--- config.mk ---
export PLATFORM = sky130hd
export DESIGN_NAME = dbsel_arbiter
export DESIGN_NICKNAME = d
export VERILOG_FILES = /design/src/rtl/dbsel_pkg.sv /design/src/rtl/dbsel_bank_decode.sv /design/src/rtl/dbsel_window.sv /design/src/rtl/dbsel_access_gate.sv /design/src/rtl/dbsel_arbiter.sv
export SDC_FILE = /design/constraint.sdc
export NUM_CORES = 1
export LEC_CHECK = 0
export ABC_AREA = 1
export CAP_MARGIN = 10
export CORE_ASPECT_RATIO = 0.75
export CORE_MARGIN = 3
export CORE_UTILIZATION = 28
export CTS_BUF_LIST = sky130_fd_sc_hd__clkbuf_2
export DETAILED_ROUTE_END_ITERATION = 7
export MAX_ROUTING_LAYER = met4
export PLACE_DENSITY = 0.81
export SLEW_MARGIN = 20
export SYNTH_ARGS = -nofsm -noshare
export SYNTH_HDL_FRONTEND = slang
export SYNTH_SLANG_ARGS = --single-unit
--- constraint.sdc ---
create_clock -name clk_i -period 0.8 [get_ports clk_i]
set_input_delay 0.08 -clock clk_i [delete_from_list [all_inputs] [get_ports clk_i]]
set_output_delay 0.08 -clock clk_i [all_outputs]
set_load 0.02 [all_outputs]
--- src/rtl/dbsel_pkg.sv ---
package dbsel_pkg;
  typedef struct packed {
    logic flash;
    logic sram;
    logic idle;
  } bank_sel_t;

  typedef struct packed {
    logic flash_rd;
    logic flash_wr;
    logic sram_rd;
    logic sram_wr;
    logic bus_oe;
  } access_t;
endpackage

--- src/rtl/dbsel_bank_decode.sv ---
module dbsel_bank_decode
  import dbsel_pkg::*;
(
  input  logic      flash_en_ni,
  input  logic      sram_en_ni,
  output bank_sel_t sel_o
);
  // flash enable dominates; sram only when flash released
  always_comb begin
    sel_o       = '0;
    sel_o.flash = ~flash_en_ni;
    sel_o.sram  = flash_en_ni & ~sram_en_ni;
    sel_o.idle  = flash_en_ni & sram_en_ni;
  end
endmodule

--- src/rtl/dbsel_window.sv ---
module dbsel_window #(
  parameter int unsigned ADDR_W     = 18,
  parameter int unsigned SRAM_BYTES = 131072,
  localparam int unsigned SRAM_AW   = $clog2(SRAM_BYTES)
) (
  input  logic [ADDR_W-1:0]  addr_i,
  output logic               in_range_o,
  output logic [SRAM_AW-1:0] sram_addr_o
);
  localparam logic [ADDR_W:0] LIMIT = (ADDR_W+1)'(SRAM_BYTES);

  always_comb begin
    in_range_o  = ({1'b0, addr_i} < LIMIT);
    sram_addr_o = addr_i[SRAM_AW-1:0];
  end
endmodule

--- src/rtl/dbsel_access_gate.sv ---
module dbsel_access_gate
  import dbsel_pkg::*;
(
  input  bank_sel_t sel_i,
  input  logic      oe_ni,
  input  logic      we_ni,
  input  logic      in_range_i,
  output access_t   acc_o
);
  logic rd_cycle;

  always_comb begin
    rd_cycle       = ~oe_ni & we_ni;
    acc_o          = '0;
    acc_o.flash_rd = sel_i.flash & rd_cycle;
    // write inhibit: oe low, enable high or we high blocks flash write
    acc_o.flash_wr = sel_i.flash & ~we_ni & oe_ni;
    acc_o.sram_rd  = sel_i.sram & rd_cycle & in_range_i;
    acc_o.sram_wr  = sel_i.sram & ~we_ni & in_range_i;
    // bus driven for any read cycle of an owned bank, even out of window
    acc_o.bus_oe   = (sel_i.flash | sel_i.sram) & rd_cycle;
  end
endmodule

--- src/rtl/dbsel_arbiter.sv ---
module dbsel_arbiter
  import dbsel_pkg::*;
#(
  parameter int unsigned ADDR_W     = 18,
  parameter int unsigned DATA_W     = 8,
  parameter int unsigned SRAM_BYTES = 131072,
  localparam int unsigned SRAM_AW   = $clog2(SRAM_BYTES)
) (
  input  logic               clk_i,
  input  logic               rst_ni,
  input  logic               flash_en_ni,
  input  logic               sram_en_ni,
  input  logic               oe_ni,
  input  logic               we_ni,
  input  logic [ADDR_W-1:0]  addr_i,
  input  logic [DATA_W-1:0]  wdata_i,
  input  logic [DATA_W-1:0]  flash_rdata_i,
  input  logic [DATA_W-1:0]  sram_rdata_i,
  output logic               flash_sel_o,
  output logic               sram_sel_o,
  output logic               standby_o,
  output logic               flash_rd_o,
  output logic               flash_wr_o,
  output logic               sram_rd_o,
  output logic               sram_wr_o,
  output logic [ADDR_W-1:0]  flash_addr_o,
  output logic [SRAM_AW-1:0] sram_addr_o,
  output logic [DATA_W-1:0]  wdata_o,
  output logic               bus_oe_o,
  output logic [DATA_W-1:0]  rdata_o
);
  bank_sel_t          sel_d, sel_q;
  access_t            acc_d, acc_q;
  logic               in_range;
  logic [SRAM_AW-1:0] sram_addr_d;

  dbsel_bank_decode u_decode (
    .flash_en_ni (flash_en_ni),
    .sram_en_ni  (sram_en_ni),
    .sel_o       (sel_d)
  );

  dbsel_window #(
    .ADDR_W     (ADDR_W),
    .SRAM_BYTES (SRAM_BYTES)
  ) u_window (
    .addr_i      (addr_i),
    .in_range_o  (in_range),
    .sram_addr_o (sram_addr_d)
  );

  dbsel_access_gate u_gate (
    .sel_i      (sel_d),
    .oe_ni      (oe_ni),
    .we_ni      (we_ni),
    .in_range_i (in_range),
    .acc_o      (acc_d)
  );

  always_ff @(posedge clk_i or negedge rst_ni) begin
    if (!rst_ni) begin
      sel_q        <= '{flash: 1'b0, sram: 1'b0, idle: 1'b1};
      acc_q        <= '0;
      flash_addr_o <= '0;
      sram_addr_o  <= '0;
      wdata_o      <= '0;
    end else begin
      sel_q        <= sel_d;
      acc_q        <= acc_d;
      flash_addr_o <= addr_i;
      sram_addr_o  <= sram_addr_d;
      wdata_o      <= wdata_i;
    end
  end

  always_comb begin
    flash_sel_o = sel_q.flash;
    sram_sel_o  = sel_q.sram;
    standby_o   = sel_q.idle;
    flash_rd_o  = acc_q.flash_rd;
    flash_wr_o  = acc_q.flash_wr;
    sram_rd_o   = acc_q.sram_rd;
    sram_wr_o   = acc_q.sram_wr;
    bus_oe_o    = acc_q.bus_oe;
    rdata_o     = '0;
    if (acc_q.flash_rd)     rdata_o = flash_rdata_i;
    else if (acc_q.sram_rd) rdata_o = sram_rdata_i;
  end
endmodule

# ---- After elaboration in Yosys (flattened, before gate mapping)
# Index checks and enable logic that the tools add are counted.
dict set report classes {
  n_lt_le_gt_ge 1
  muxes 2
  bitwise_logic 16
}
# op n
set ops {}
lappend ops {{less-than comparator 18 bit (second input constant)} 1}
lappend ops {{2-to-1 mux 8 bit} 2}
lappend ops {{bitwise AND 1 bit} 11}
lappend ops {{inverter 1 bit} 4}
lappend ops {{bitwise OR 1 bit} 1}
dict set report totals {
  ff_bits 51
  input_bits 48
  output_inout_bits 59
}

# ---- Depth between registers and ports, before layout
dict set report logic_depth {
  word_depth 4
  ltp_mapped 4
}

# ---- Modules after synthesis
# A second synthesis with hierarchy kept.
dict set report hier_totals {
  hier_cells 113
  hier_area_um2 1596.5
}
# mod instances cells_each area_per_inst_um2 seq_area_each_um2
set by_module_without_submodules {}
lappend by_module_without_submodules {dbsel_arbiter 1 78 1397.6 1277.5}
lappend by_module_without_submodules {dbsel_window 1 18 131.4 0.0}
lappend by_module_without_submodules {dbsel_access_gate 1 13 50.0 0.0}
lappend by_module_without_submodules {dbsel_bank_decode 1 4 17.5 0.0}

# ---- Worst setup path before layout
# No wires, ideal clock.
dict set report synth_path {
  path_kind {reg-to-output}
  from {reg acc_q (netlist bit flash_rd_o)}
  to {out rdata_o[0]}
  arrival_ns 0.881
  t_required_ns 0.720
  setup_slack_ns -0.161
  stages_incl_launch_ff 5
  cell_sequence {dfrtp_1 -> buf_6 -> inv_8 -> nand3_1 -> nand2_1}
}
dict set report synth_via {
  elab_chain_len 1
}
# element line_no
set synth_rtl {}
lappend synth_rtl {{start: declaration} dbsel_arbiter.sv:33} ;# access_t acc_d, acc_q;
lappend synth_rtl {{start signal: assignment} dbsel_arbiter.sv:63} ;# acc_q <= '0;
lappend synth_rtl {{start signal: assignment} dbsel_arbiter.sv:69} ;# acc_q <= acc_d;
lappend synth_rtl {{2-to-1 mux 8 bit} dbsel_arbiter.sv:86} ;# if (acc_q.flash_rd) rdata_o = flash_rdata_i;
lappend synth_rtl {{end: declaration} dbsel_arbiter.sv:30} ;# output logic [DATA_W-1:0] rdata_o
# Every way passes these cells.

# ---- Worst setup path after layout
dict set report layout_path {
  from {reg acc_q (netlist bit flash_rd_o)}
  to {out rdata_o[2]}
}
# Same word-level chain as after synthesis.

==> flow_metrics.env <==
export IMPL_cts_tree="yes"
export IMPL_yosysWarningCount=0
export IMPL_setup_viol=59
export IMPL_cts_sinks=34
export IMPL_worst_path_max_delay_cell="dfrtp_2"
export IMPL_layout_setup_ws_ns=-0.507
export IMPL_fp_dieArea_mm2=0.00500
export IMPL_grt_pass1_vias=981
export IMPL_cts_root_buffer="clkbuf_2"
export IMPL_crit_buf_inv=3
export IMPL_hold_violations=0
export IMPL_run_status="finished, violations left"
export IMPL_critPathKind="register to output port"
export IMPL_cp_data_required_time_ns=0.72
export IMPL_pwr_share_comb_pct=24.7
export IMPL_power_switching_uw=898
export IMPL_gp_congestion=0.640
export IMPL_drcViolationCount=0
export IMPL_power_frac_clock_pct=21.4
export IMPL_globalRouteOverflowTotal=0
export IMPL_top_layer_used="met4"
export IMPL_grt_max_degree=19
export IMPL_drt_iter0_drc=10
export IMPL_via_count=977
export IMPL_area_delta_synth_final_pct=105
export IMPL_netlist_instances=92
export IMPL_critPathLaunchType="register"
export IMPL_ant_nets=0
export IMPL_slowest_delay_ns=0.45
export IMPL_drv_cap=0
export IMPL_fp_row_count=19
export IMPL_wl_met1_um=1230
export IMPL_cts_max_level=2
export IMPL_routed_via_density=3.97
export IMPL_setup_tns_ns=-12.95
export IMPL_antenna_cells=0
export IMPL_p_per_area_mw_per_mm2=1440
export IMPL_core_area_mm2=0.00383
export IMPL_ys_ff_latch=34
export IMPL_clkTransAtPathRegs_ns=0.15
export IMPL_syn_area_mm2=0.00117
export IMPL_cts_buffers=5
export IMPL_dpl_hpwl_um=2680
export IMPL_leakagePower_uw=0.00113
export IMPL_routed_wl_met2_um=1780
export IMPL_min_period_over_period_pct=163
export IMPL_finalMaxSlewViolations=0
export IMPL_switching_share_pct=26.0
export IMPL_slew_headroom_pct=84.8
export IMPL_avgSynthCellArea_um2=12.7
export IMPL_tightest_slew_ns=0.228
export IMPL_wl_met3_um=225
export IMPL_fmax_mhz=765
export IMPL_routedWlPerCell_um=13.3
export IMPL_portBuffers=106
export IMPL_crit_fanout=8
export IMPL_die_h_um=62.0
export IMPL_dr_pass1_iters=4
export IMPL_violations="negative setup slack"
export IMPL_totalWireLength_um=3280
export IMPL_antenna_found_initial=0
export IMPL_critPathArrivalTime_ns=1.23
export IMPL_seqPwrFrac_pct=53.9
export IMPL_initial_utilization_pct=30.6
export IMPL_end_kind="output port"
export IMPL_vdd_drop_max_mv=1.02
export IMPL_critPathTopFamily="flip-flops"
export IMPL_rsz0062_at_grt="yes"
export IMPL_clk_path_buf_depth=2
export IMPL_track_usage_pct=13.2
export IMPL_hold_class="input pin to register"
export IMPL_ios=107
export IMPL_nNetsFinal=241
export IMPL_p_int_uw=2560
export IMPL_min_period_ns=1.31
export IMPL_drive_gt1_share_pct=49.5
export IMPL_seq_area_frac_synth_pct=72.8
export IMPL_syn_nets=140
export IMPL_fp_dieW_um=80.6
export IMPL_ys_types=12
export IMPL_worstPathCellList="buf_12 -> clkinv_8 -> nand3_2 -> nand2_2 -> buf_6"
export IMPL_grt_pass1_wl_um=4640
export IMPL_finalPower_uw=3450
metrics by stage:
| stage | setup WS [ns] | area, µm² | instances | hold slack (ns) | util, % |
|---|---|---|---|---|---|
| after floorplan | -0.108 | 1190 | 92 | -0.216 | - |
| after global placement | -0.608 | 2180 | 233 | 0.0431 | 57.0 |
| after detailed placement | -0.620 | 2180 | 233 | 0.0562 | 57.0 |
| after CTS | -0.551 | 2330 | 246 | 0.115 | 61.0 |
| after global routing | -0.612 | 2400 | 246 | 0.101 | 62.7 |
| final | -0.507 | 2400 | 246 | 0.160 | 62.7 |
synthesized netlist by cell type:
| cell | n | area, µm² |
|---|---|---|
| dfrtp_1 | 33 | 826 |
| nor2_1 | 5 | 18.8 |
| inv_8 | 1 | 11.3 |
| nand3_1 | 8 | 40.0 |
| inv_2 | 1 | 3.75 |
| nand3_2 | 1 | 10.0 |
| buf_6 | 1 | 11.3 |
| nor3_1 | 1 | 5.00 |
| buf_4 | 18 | 135 |
| nand2_1 | 18 | 67.6 |
| dfstp_2 | 1 | 26.3 |
| inv_1 | 4 | 15.0 |
cell usage in the layout (no fill, tap or decap):
cell type and instances:
buf_12 1, buf_2 2, buf_4 4, buf_6 59, clkbuf_2 8, clkdlybuf4s50_1 46, clkinv_8 1, dfrtp_1 31
dfrtp_2 2, dfstp_2 1, dlygate4sd3_1 1, inv_1 4, inv_2 1, nand2_1 10, nand2_2 8, nand3_2 8
nand3_4 1, nor2_1 5, nor3_1 1
routing by layer:
layer  GRT usage (%)  up-vias
li1                -      468
met1            14.5      452
met2            22.4       53
met3            4.18        4
met4            5.78        0
met5               -        -
final cells by class:
type                    count  area, µm²
clock buffers               8       40.0
fillers                   306       1430
inverters                   6       35.0
multi-input cells          33        209
flip-flops and latches     34        855
well taps                  52       65.1
repair buffers            113       1190
power by group through the flow:
| stage | registers, µW | logic [µW] | clock network (µW) |
|---|---|---|---|
| finish | 1860 | 853 | 738 |
| global route | 1870 | 902 | 891 |
| CTS | 1860 | 841 | 798 |
| detailed placement | 1880 | 797 | 0 |
| global placement | 1880 | 789 | 0 |
| floorplan | 1980 | 190 | 0 |
logic make-up after synthesis:
logic type             after synthesis  synth area share [%]
AND/OR/NAND/NOR                     33                  12.1
flip-flops                          34                  72.8
buffers and inverters               25                  15.1
what timing repair did:
item	in CTS	in global routing
gates resized for setup	352	16
hold buffers	1	0
pin swaps	2	5
setup endpoints to repair	59	59
endpoints found under the hold margin	34	0
buffers inserted	4	0
final timing paths:
check | cells after the start | startpoint | to
min in group asynchronous | 3 | rst_ni | sram_addr_o[0]
hold / removal | 1 | addr_i[13] | sram_addr_o[13]
setup / recovery | 5 | flash_rd_o | rdata_o[2]
max in group asynchronous | 3 | rst_ni | standby_o
state kept, by name, summed over array words and instances, names as in the netlist:
| register | flops |
|---|---|
| flash_sel_o | 1 |
| sram_sel_o | 1 |
| standby_o | 1 |
| bus_oe_o | 1 |
| wdata_o | 8 |
| sram_rd_o | 1 |
| sram_addr_o | 16 |
| flash_wr_o | 1 |
| sram_wr_o | 1 |
| flash_addr_o | 2 |
| flash_rd_o | 1 |
Power figures use the tool's default switching activity.
